<file path="config.mk">
export PLATFORM = sky130hd
export DESIGN_NAME = aptlb_top
export DESIGN_NICKNAME = d
export VERILOG_FILES = /design/src/rtl/aptlb_pkg.sv /design/src/rtl/aptlb_ctrl.sv /design/src/rtl/aptlb_lru.sv /design/src/rtl/aptlb_cam.sv /design/src/rtl/aptlb_top.sv
export SDC_FILE = /design/constraint.sdc
export NUM_CORES = 1
export LEC_CHECK = 0
export BUFFER_PORTS_ARGS = -buffer_cell sky130_fd_sc_hd__buf_2
export CORE_MARGIN = 1
export CORE_UTILIZATION = 30
export CTS_BUF_LIST = sky130_fd_sc_hd__clkbuf_16
export DETAILED_ROUTE_END_ITERATION = 10
export SYNTH_ARGS = -nofsm -noshare
export SYNTH_HDL_FRONTEND = slang
export SYNTH_SLANG_ARGS = --single-unit
</file>
<file path="constraint.sdc">
create_clock -name clk -period 5.7 [get_ports clk]
set_clock_uncertainty 0.05 [all_clocks]
set_input_delay 0.57 -clock clk [delete_from_list [all_inputs] [get_ports clk]]
set_output_delay 0.57 -clock clk [all_outputs]
set_load 0.005 [all_outputs]
</file>
<file path="src/rtl/aptlb_pkg.sv">
package aptlb_pkg;
    typedef enum logic {
        ST_IDLE = 1'b0,
        ST_WAIT = 1'b1
    } tlb_state_e;

    localparam int CFG_W       = 32;
    localparam int CFG_EN_BIT  = 7;
    localparam int CFG_OVR_BIT = 0;
    localparam int RATE_W      = 3;
    localparam logic [RATE_W-1:0] RATE_FORCED = 3'b001;
endpackage

</file>
<file path="src/rtl/aptlb_ctrl.sv">
module aptlb_ctrl
    import aptlb_pkg::*;
(
    input  logic              clk,
    input  logic              rst_n,
    input  logic              wr_valid,
    input  logic [CFG_W-1:0]  wr_data,
    input  logic              wb_dirty,
    input  logic [RATE_W-1:0] neg_rate,
    output logic [CFG_W-1:0]  rd_data,
    output logic              en,
    output logic              flush,
    output logic              ack,
    output logic [RATE_W-1:0] rate_view
);
    localparam logic [CFG_W-1:0] KEEP_MASK = (CFG_W'(1) << CFG_EN_BIT) | (CFG_W'(1) << CFG_OVR_BIT);

    typedef struct packed {
        logic en;
        logic ovr;
        logic pend;
        logic ack;
    } ctrl_s;

    ctrl_s s_d, s_q;
    logic  unused_wr_bits;

    assign unused_wr_bits = ^(wr_data & ~KEEP_MASK);

    always_comb begin
        s_d     = s_q;
        s_d.ack = 1'b0;
        if (s_q.pend && !wb_dirty) begin
            s_d.ack  = 1'b1;
            s_d.pend = 1'b0;
        end
        if (wr_valid) begin
            s_d.en   = wr_data[CFG_EN_BIT];
            s_d.ovr  = wr_data[CFG_OVR_BIT];
            s_d.pend = 1'b1;
        end
    end

    always_ff @(posedge clk or negedge rst_n) begin
        if (!rst_n) s_q <= '0;
        else        s_q <= s_d;
    end

    always_comb begin
        rd_data              = '0;
        rd_data[CFG_EN_BIT]  = s_q.en;
        rd_data[CFG_OVR_BIT] = s_q.ovr;
    end

    assign en        = s_q.en;
    assign ack       = s_q.ack;
    assign flush     = wr_valid && s_q.en && !wr_data[CFG_EN_BIT];
    assign rate_view = s_q.ovr ? RATE_FORCED : neg_rate;

    AST_ACK_CLEAN: assert property (@(posedge clk) disable iff (!rst_n)
        ack |-> !$past(wb_dirty));
    AST_WRITE_TAKES: assert property (@(posedge clk) disable iff (!rst_n)
        wr_valid |=> (rd_data[CFG_EN_BIT] == $past(wr_data[CFG_EN_BIT])));
endmodule

</file>
<file path="src/rtl/aptlb_lru.sv">
module aptlb_lru #(
    parameter int ENTRIES = 8
) (
    input  logic                       clk,
    input  logic                       rst_n,
    input  logic                       touch_valid,
    input  logic [$clog2(ENTRIES)-1:0] touch_idx,
    output logic [$clog2(ENTRIES)-1:0] victim_idx
);
    localparam int IDX_W = $clog2(ENTRIES);

    typedef struct packed {
        logic [ENTRIES-1:0][IDX_W-1:0] age;
    } lru_s;

    lru_s               s_d, s_q;
    logic [ENTRIES-1:0] zero_vec;
    logic [ENTRIES-1:0] old_vec;

    always_comb begin
        s_d = s_q;
        if (touch_valid) begin
            for (int i = 0; i < ENTRIES; i++) begin
                if (s_q.age[i] < s_q.age[touch_idx]) s_d.age[i] = s_q.age[i] + IDX_W'(1);
            end
            s_d.age[touch_idx] = '0;
        end
    end

    always_ff @(posedge clk or negedge rst_n) begin
        if (!rst_n) begin
            for (int i = 0; i < ENTRIES; i++) s_q.age[i] <= IDX_W'(i);
        end else begin
            s_q <= s_d;
        end
    end

    always_comb begin
        victim_idx = '0;
        zero_vec   = '0;
        old_vec    = '0;
        for (int i = 0; i < ENTRIES; i++) begin
            zero_vec[i] = (s_q.age[i] == '0);
            old_vec[i]  = (s_q.age[i] == IDX_W'(ENTRIES-1));
            if (old_vec[i]) victim_idx = IDX_W'(i);
        end
    end

    AST_AGE_NEWEST_UNIQUE: assert property (@(posedge clk) disable iff (!rst_n)
        $onehot(zero_vec));
    AST_AGE_OLDEST_UNIQUE: assert property (@(posedge clk) disable iff (!rst_n)
        $onehot(old_vec));
endmodule

</file>
<file path="src/rtl/aptlb_cam.sv">
module aptlb_cam #(
    parameter int ENTRIES = 8,
    parameter int VPN_W   = 20,
    parameter int PPN_W   = 20
) (
    input  logic                       clk,
    input  logic                       rst_n,
    input  logic [VPN_W-1:0]           lk_vpn,
    output logic                       lk_hit,
    output logic [$clog2(ENTRIES)-1:0] lk_idx,
    output logic                       lk_tv,
    output logic [PPN_W-1:0]           lk_ppn,
    input  logic                       wr_en,
    input  logic [VPN_W-1:0]           wr_vpn,
    input  logic                       wr_tv,
    input  logic [PPN_W-1:0]           wr_ppn,
    input  logic [$clog2(ENTRIES)-1:0] victim_idx,
    output logic [$clog2(ENTRIES)-1:0] wr_idx,
    input  logic                       flush
);
    localparam int IDX_W = $clog2(ENTRIES);

    typedef struct packed {
        logic [ENTRIES-1:0]            ev;
        logic [ENTRIES-1:0]            tv;
        logic [ENTRIES-1:0][VPN_W-1:0] tag;
        logic [ENTRIES-1:0][PPN_W-1:0] ppn;
    } cam_s;

    cam_s               s_d, s_q;
    logic [ENTRIES-1:0] lk_match;
    logic [ENTRIES-1:0] wr_match;
    logic [IDX_W-1:0]   same_idx;
    logic [IDX_W-1:0]   free_idx;

    always_comb begin
        lk_match = '0;
        wr_match = '0;
        lk_idx   = '0;
        same_idx = '0;
        free_idx = '0;
        for (int i = 0; i < ENTRIES; i++) begin
            lk_match[i] = s_q.ev[i] && (s_q.tag[i] == lk_vpn);
            wr_match[i] = s_q.ev[i] && (s_q.tag[i] == wr_vpn);
            if (lk_match[i]) lk_idx = IDX_W'(i);
            if (wr_match[i]) same_idx = IDX_W'(i);
        end
        for (int i = ENTRIES-1; i >= 0; i--) begin
            if (!s_q.ev[i]) free_idx = IDX_W'(i);
        end
        lk_hit = |lk_match;
        lk_tv  = s_q.tv[lk_idx];
        lk_ppn = s_q.ppn[lk_idx];
        if (|wr_match)     wr_idx = same_idx;
        else if (~&s_q.ev) wr_idx = free_idx;
        else               wr_idx = victim_idx;
    end

    always_comb begin
        s_d = s_q;
        if (wr_en) begin
            s_d.ev[wr_idx]  = 1'b1;
            s_d.tv[wr_idx]  = wr_tv;
            s_d.tag[wr_idx] = wr_vpn;
            s_d.ppn[wr_idx] = wr_ppn;
        end
        if (flush) s_d.ev = '0;
    end

    always_ff @(posedge clk or negedge rst_n) begin
        if (!rst_n) s_q <= '0;
        else        s_q <= s_d;
    end

    AST_FLUSH_CLEARS: assert property (@(posedge clk) disable iff (!rst_n)
        flush |=> (s_q.ev == '0));
    AST_SINGLE_MATCH: assert property (@(posedge clk) disable iff (!rst_n)
        $countones(lk_match) <= 1);
endmodule

</file>
<file path="src/rtl/aptlb_top.sv">
module aptlb_top
    import aptlb_pkg::*;
#(
    parameter int ADDR_W     = 32,
    parameter int PAGE_SHIFT = 12,
    parameter int ENTRIES    = 8
) (
    input  logic                   clk,
    input  logic                   rst_n,
    input  logic [ADDR_W-1:0]      ap_base,
    input  logic [ADDR_W-1:0]      ap_mask,
    input  logic                   req_valid,
    input  logic [ADDR_W-1:0]      req_addr,
    output logic                   req_ready,
    output logic                   rsp_valid,
    output logic                   rsp_fault,
    output logic [ADDR_W-1:0]      rsp_addr,
    output logic                   fetch_valid,
    output logic [ADDR_W-PAGE_SHIFT-1:0] fetch_vpn,
    input  logic                   fetch_rsp_valid,
    input  logic [ADDR_W-1:0]      fetch_rsp_pte,
    input  logic                   cfg_wr_valid,
    input  logic [CFG_W-1:0]       cfg_wr_data,
    output logic                   cfg_wr_ack,
    output logic [CFG_W-1:0]       cfg_rd_data,
    input  logic                   wb_dirty,
    input  logic [RATE_W-1:0]      neg_rate,
    output logic [RATE_W-1:0]      rate_view
);
    localparam int VPN_W = ADDR_W - PAGE_SHIFT;
    localparam int PPN_W = VPN_W;
    localparam int IDX_W = $clog2(ENTRIES);

    typedef struct packed {
        tlb_state_e            st;
        logic [VPN_W-1:0]      vpn;
        logic [PAGE_SHIFT-1:0] off;
        logic                  rsp_v;
        logic                  rsp_f;
        logic [ADDR_W-1:0]     rsp_a;
        logic                  fet_v;
    } top_s;

    top_s             s_d, s_q;
    logic             en;
    logic             flush;
    logic             in_ap;
    logic             lk_hit;
    logic [IDX_W-1:0] lk_idx;
    logic             lk_tv;
    logic [PPN_W-1:0] lk_ppn;
    logic             cam_wr;
    logic [IDX_W-1:0] cam_wr_idx;
    logic [IDX_W-1:0] victim_idx;
    logic             touch_valid;
    logic [IDX_W-1:0] touch_idx;
    logic             unused_pte_bits;

    assign unused_pte_bits = ^fetch_rsp_pte[PAGE_SHIFT-1:1];
    assign in_ap           = ((req_addr & ap_mask) == ap_base);

    aptlb_ctrl u_ctrl (
        .clk       (clk),
        .rst_n     (rst_n),
        .wr_valid  (cfg_wr_valid),
        .wr_data   (cfg_wr_data),
        .wb_dirty  (wb_dirty),
        .neg_rate  (neg_rate),
        .rd_data   (cfg_rd_data),
        .en        (en),
        .flush     (flush),
        .ack       (cfg_wr_ack),
        .rate_view (rate_view)
    );

    aptlb_cam #(.ENTRIES(ENTRIES), .VPN_W(VPN_W), .PPN_W(PPN_W)) u_cam (
        .clk        (clk),
        .rst_n      (rst_n),
        .lk_vpn     (req_addr[ADDR_W-1:PAGE_SHIFT]),
        .lk_hit     (lk_hit),
        .lk_idx     (lk_idx),
        .lk_tv      (lk_tv),
        .lk_ppn     (lk_ppn),
        .wr_en      (cam_wr),
        .wr_vpn     (s_q.vpn),
        .wr_tv      (fetch_rsp_pte[0]),
        .wr_ppn     (fetch_rsp_pte[ADDR_W-1:PAGE_SHIFT]),
        .victim_idx (victim_idx),
        .wr_idx     (cam_wr_idx),
        .flush      (flush)
    );

    aptlb_lru #(.ENTRIES(ENTRIES)) u_lru (
        .clk         (clk),
        .rst_n       (rst_n),
        .touch_valid (touch_valid),
        .touch_idx   (touch_idx),
        .victim_idx  (victim_idx)
    );

    always_comb begin
        s_d         = s_q;
        s_d.rsp_v   = 1'b0;
        s_d.fet_v   = 1'b0;
        cam_wr      = 1'b0;
        touch_valid = 1'b0;
        unique case (s_q.st)
            ST_IDLE: begin
                if (req_valid) begin
                    if (!in_ap) begin
                        s_d.rsp_v = 1'b1;
                        s_d.rsp_f = 1'b0;
                        s_d.rsp_a = req_addr;
                    end else if (en && lk_hit) begin
                        s_d.rsp_v   = 1'b1;
                        s_d.rsp_f   = !lk_tv;
                        s_d.rsp_a   = {lk_ppn, req_addr[PAGE_SHIFT-1:0]};
                        touch_valid = 1'b1;
                    end else begin
                        s_d.fet_v = 1'b1;
                        s_d.vpn   = req_addr[ADDR_W-1:PAGE_SHIFT];
                        s_d.off   = req_addr[PAGE_SHIFT-1:0];
                        s_d.st    = ST_WAIT;
                    end
                end
            end
            ST_WAIT: begin
                if (fetch_rsp_valid) begin
                    s_d.rsp_v = 1'b1;
                    s_d.rsp_f = !fetch_rsp_pte[0];
                    s_d.rsp_a = {fetch_rsp_pte[ADDR_W-1:PAGE_SHIFT], s_q.off};
                    if (en || !fetch_rsp_pte[0]) begin
                        cam_wr      = 1'b1;
                        touch_valid = 1'b1;
                    end
                    s_d.st = ST_IDLE;
                end
            end
            default: s_d.st = ST_IDLE;
        endcase
    end

    assign touch_idx = cam_wr ? cam_wr_idx : lk_idx;

    always_ff @(posedge clk or negedge rst_n) begin
        if (!rst_n) s_q <= '0;
        else        s_q <= s_d;
    end

    assign req_ready   = (s_q.st == ST_IDLE);
    assign rsp_valid   = s_q.rsp_v;
    assign rsp_fault   = s_q.rsp_f;
    assign rsp_addr    = s_q.rsp_a;
    assign fetch_valid = s_q.fet_v;
    assign fetch_vpn   = s_q.vpn;

    AST_BYPASS_FETCH: assert property (@(posedge clk) disable iff (!rst_n)
        (req_valid && req_ready && in_ap && !en) |=> fetch_valid);
    AST_HIT_NO_FETCH: assert property (@(posedge clk) disable iff (!rst_n)
        (req_valid && req_ready && in_ap && en && lk_hit) |=> (rsp_valid && !fetch_valid));
    AST_STALL_ON_FETCH: assert property (@(posedge clk) disable iff (!rst_n)
        fetch_valid |-> !req_ready);
    AST_RATE_FORCED: assert property (@(posedge clk) disable iff (!rst_n)
        cfg_rd_data[CFG_OVR_BIT] |-> (rate_view == RATE_FORCED));
    AST_OUTSIDE_PASS: assert property (@(posedge clk) disable iff (!rst_n)
        (req_valid && req_ready && !in_ap) |=> (rsp_valid && !rsp_fault && rsp_addr == $past(req_addr)));
endmodule

</file>
==> results.cfg <==
[logic_synthesis]
ys_types = 75
syn_avg_cell_area_um2 = 10.85
ys_warn_count = 0
ys_seq_elements = 432
ys_top_cells_by_area = dfrtp_1, mux2_2, xnor2_1
netlist.area_leader.share_pct = 42.42
synth_edf_count = 0
synth_xor_area_share_pct = 12.62
synth-adder-area-share_pct = 1.202
yosys.area_share.simple_pct = 11.43
synth_top_area_cell = dfrtp_1
yosysMostFrequentCell = dfrtp_1
synth-async-reset-ratio_pct = 100.0
syn_area_um2 = 24780
synth_common_cells = dfrtp_1, mux2_2, xnor2_1
synth_top_family_by_area = multiplexers
synth.area.mux_share_pct = 17.52
ys.flop_type = dfrtp_1
ys_seq_area_share_pct = 43.69
synth_compound_area_share_pct = 7.580
syn_inst = 2284

[cts]
clock_sinks = 432
clkSlewWorstSetupHoldPaths_ns = 0.06
cts_resized = 0
h-tree-depth = 2
insertion_delay_ns = 0.64
cts_inserted_buffers = 51
clockBufferDepth = 3
cts_tree = built
cts-root-buf = clkbuf_16

[drt]
vias = 18090
ant_nets = 0
drt_first_pass_iters = 6
totalWireLength_um = 77210
drc = 0
via_per_inst = 5.129
drt-initial-drc-count = 1369
routedWlPerCell_um = 21.89

[critical_path]
cp_cell_sequence = buf_4, xor2_1, nor4_1, nand4_1, o22ai_1, nand3b_1, o21bai_1, or2_1, and2_1, nand2_1, o22ai_1, a21oi_1, o22ai_1, or3_1, ha_1, a21boi_1, nor3_1, a211o_1
path_class = reg -> reg
slowest_stage = dfrtp_1
startpoint_type = register
required_ns = 6.13
cpPeakStageDelay_ns = 0.90
path_common_cell = o22ai_1
arrival_ns = 5.71
crit_path_end_kind = register
path_max_fanout = 14

[cells_and_area]
finalInstanceArea_um2 = 28400
nets = 2603
syn_to_final_growth_pct = 14.62
fillCellCount = 8193
drive_above_1_share_pct = 30.32

[worst_hold_path]
hold_path.class = in -> reg

[global_route]
grt_max_degree = 154
overflow = 0
grt_pass1_vias = 17650
grt_pass1_wl_um = 114200
grt.total_usage_pct = 18.26
antenna_found_initial = 6

[power_and_ir_drop]
p_leak_nw = 13.53
p_per_area_nw_per_um2 = 241.8
ir_drop_mv = 0.2343
total_power_mw = 6.866

[placement]
dp_slack_ns = 0.4404
dp_hpwl_um = 52830
dpl_cell_area_um2 = 26700
io_buffers = 189
gp_congestion = 0.9195

[die]
start_util_pct = 30.27
dieHeight_um = 289.4
fp.coreArea_um2 = 81850
ios = 261
num_rows = 105
fp.dieW_um = 289.4
die_area_um2 = 83740

[timing]
setup_viol = 0
tightestPinTransition_ns = 1.123
drv_slew = 0
setup_tns_ns = 0
grt_setup_unrepaired = false
fin_crit_sh_pct = 92.56
hold_viol = 0
setup_slack_ns = 0.4240
slew_headroom_pct = 24.83
finalCriticalPeriod_ns = 5.276
max_freq_ghz = 0.1895

[status]
status = complete, no violations

[flow_run]
cap_violations = 0
-- placed cells by master (no fill, tap or decap), types with 49 or more instances in the layout --
master,synthesis,layout
nand2_1,214,212
o21ai_0,49,49
dfrtp_1,420,420
mux2i_1,49,49
nand3_1,52,49
xor2_1,102,102
and3_1,54,54
nor4_1,53,53
buf_4,91,85
mux2_2,333,333
nand4_1,80,80
inv_1,35,49
xnor2_1,242,242
clkbuf_16,0,51
buf_2,50,188
-- power breakdown --
part	leakage, nW	internal (mW)	switching [mW]
clock	0.876	1.87	1.39
combinational	6.78	0.174	0.297
sequential	5.87	3.11	0.0270
total	13.5	5.15	1.71
-- layer usage --
metal	GRT usage (%)	up-vias	wire, µm	part of all wire [%]
met5	0	-	14	0.018
met4	5.342	2	2036	2.6
met3	3.425	127	4903	6.4
met2	29.12	562	35530	46
met1	25.03	9150	34730	45
li1	-	8248	-	-
-- critical path, delay by kind of cell (launching register included) --
kind,cells,cell delay [ns]
XOR/XNOR,1,0.07
adder cells (fa/ha/maj),1,0.33
buffers and inverters,1,0.25
flip-flops,1,0.90
AND/OR/NAND/NOR,8,2.12
AO/OA/AOI/OAI,7,1.39
-- kinds of logic (layout without fill, tap and decap cells) --
logic type	after synthesis	after routing
simple gates	555	555
flops	432	432
mux	387	387
xor+xnor	351	351
buf+inv	272	413
compound gates	262	262
fa+ha+maj	24	24
other cells	1	33
-- repair_timing --
item | in CTS | in global routing
setup buffers | 0 | 0
hold endpoints to repair | 63 | 0
hold buffers | 1 | 0
-- worst paths after layout --
kind                                     from                          to  slack [ns]  depth (start not counted)
worst max-delay path             fetch_vpn[2]               u_lru.s_q[11]        0.42                         18
worst min-delay path                 wb_dirty                  u_ctrl.ack        0.08                          2
worst max register to register   fetch_vpn[2]               u_lru.s_q[11]        0.42                         18
max in group asynchronous               rst_n                u_lru.s_q[5]        3.81                          3
worst min register to register  u_ctrl.s_q[1]               u_ctrl.s_q[1]        0.42                          1
min in group asynchronous               rst_n  asynchronous set/reset pin        0.51                          2
-- stage by stage --
stage          instances  hold slack (ns)  util, %
6_report            3527          0.08073    34.70
2_1_floorplan       2313           0.2244        -
4_1_cts             3524          0.04267    34.69
5_1_grt             3526          0.07364    34.69
3_3_place_gp        3427           0.4018    32.62
3_5_place_dp        3427           0.4061    32.62
-- layout make-up --
class	instances	area (µm²)	area share, %
antenna	3	7.507	0.02644
clock buffer	51	1276	4.494
clock inverter	45	404.1	1.423
inverter	35	131.4	0.4626
multi-input combinational	1609	12670	44.62
sequential	432	10830	38.12
tap	1070	1339	4.714
timing repair buffer	282	1744	6.142
(Power assumes the default switching activity.)
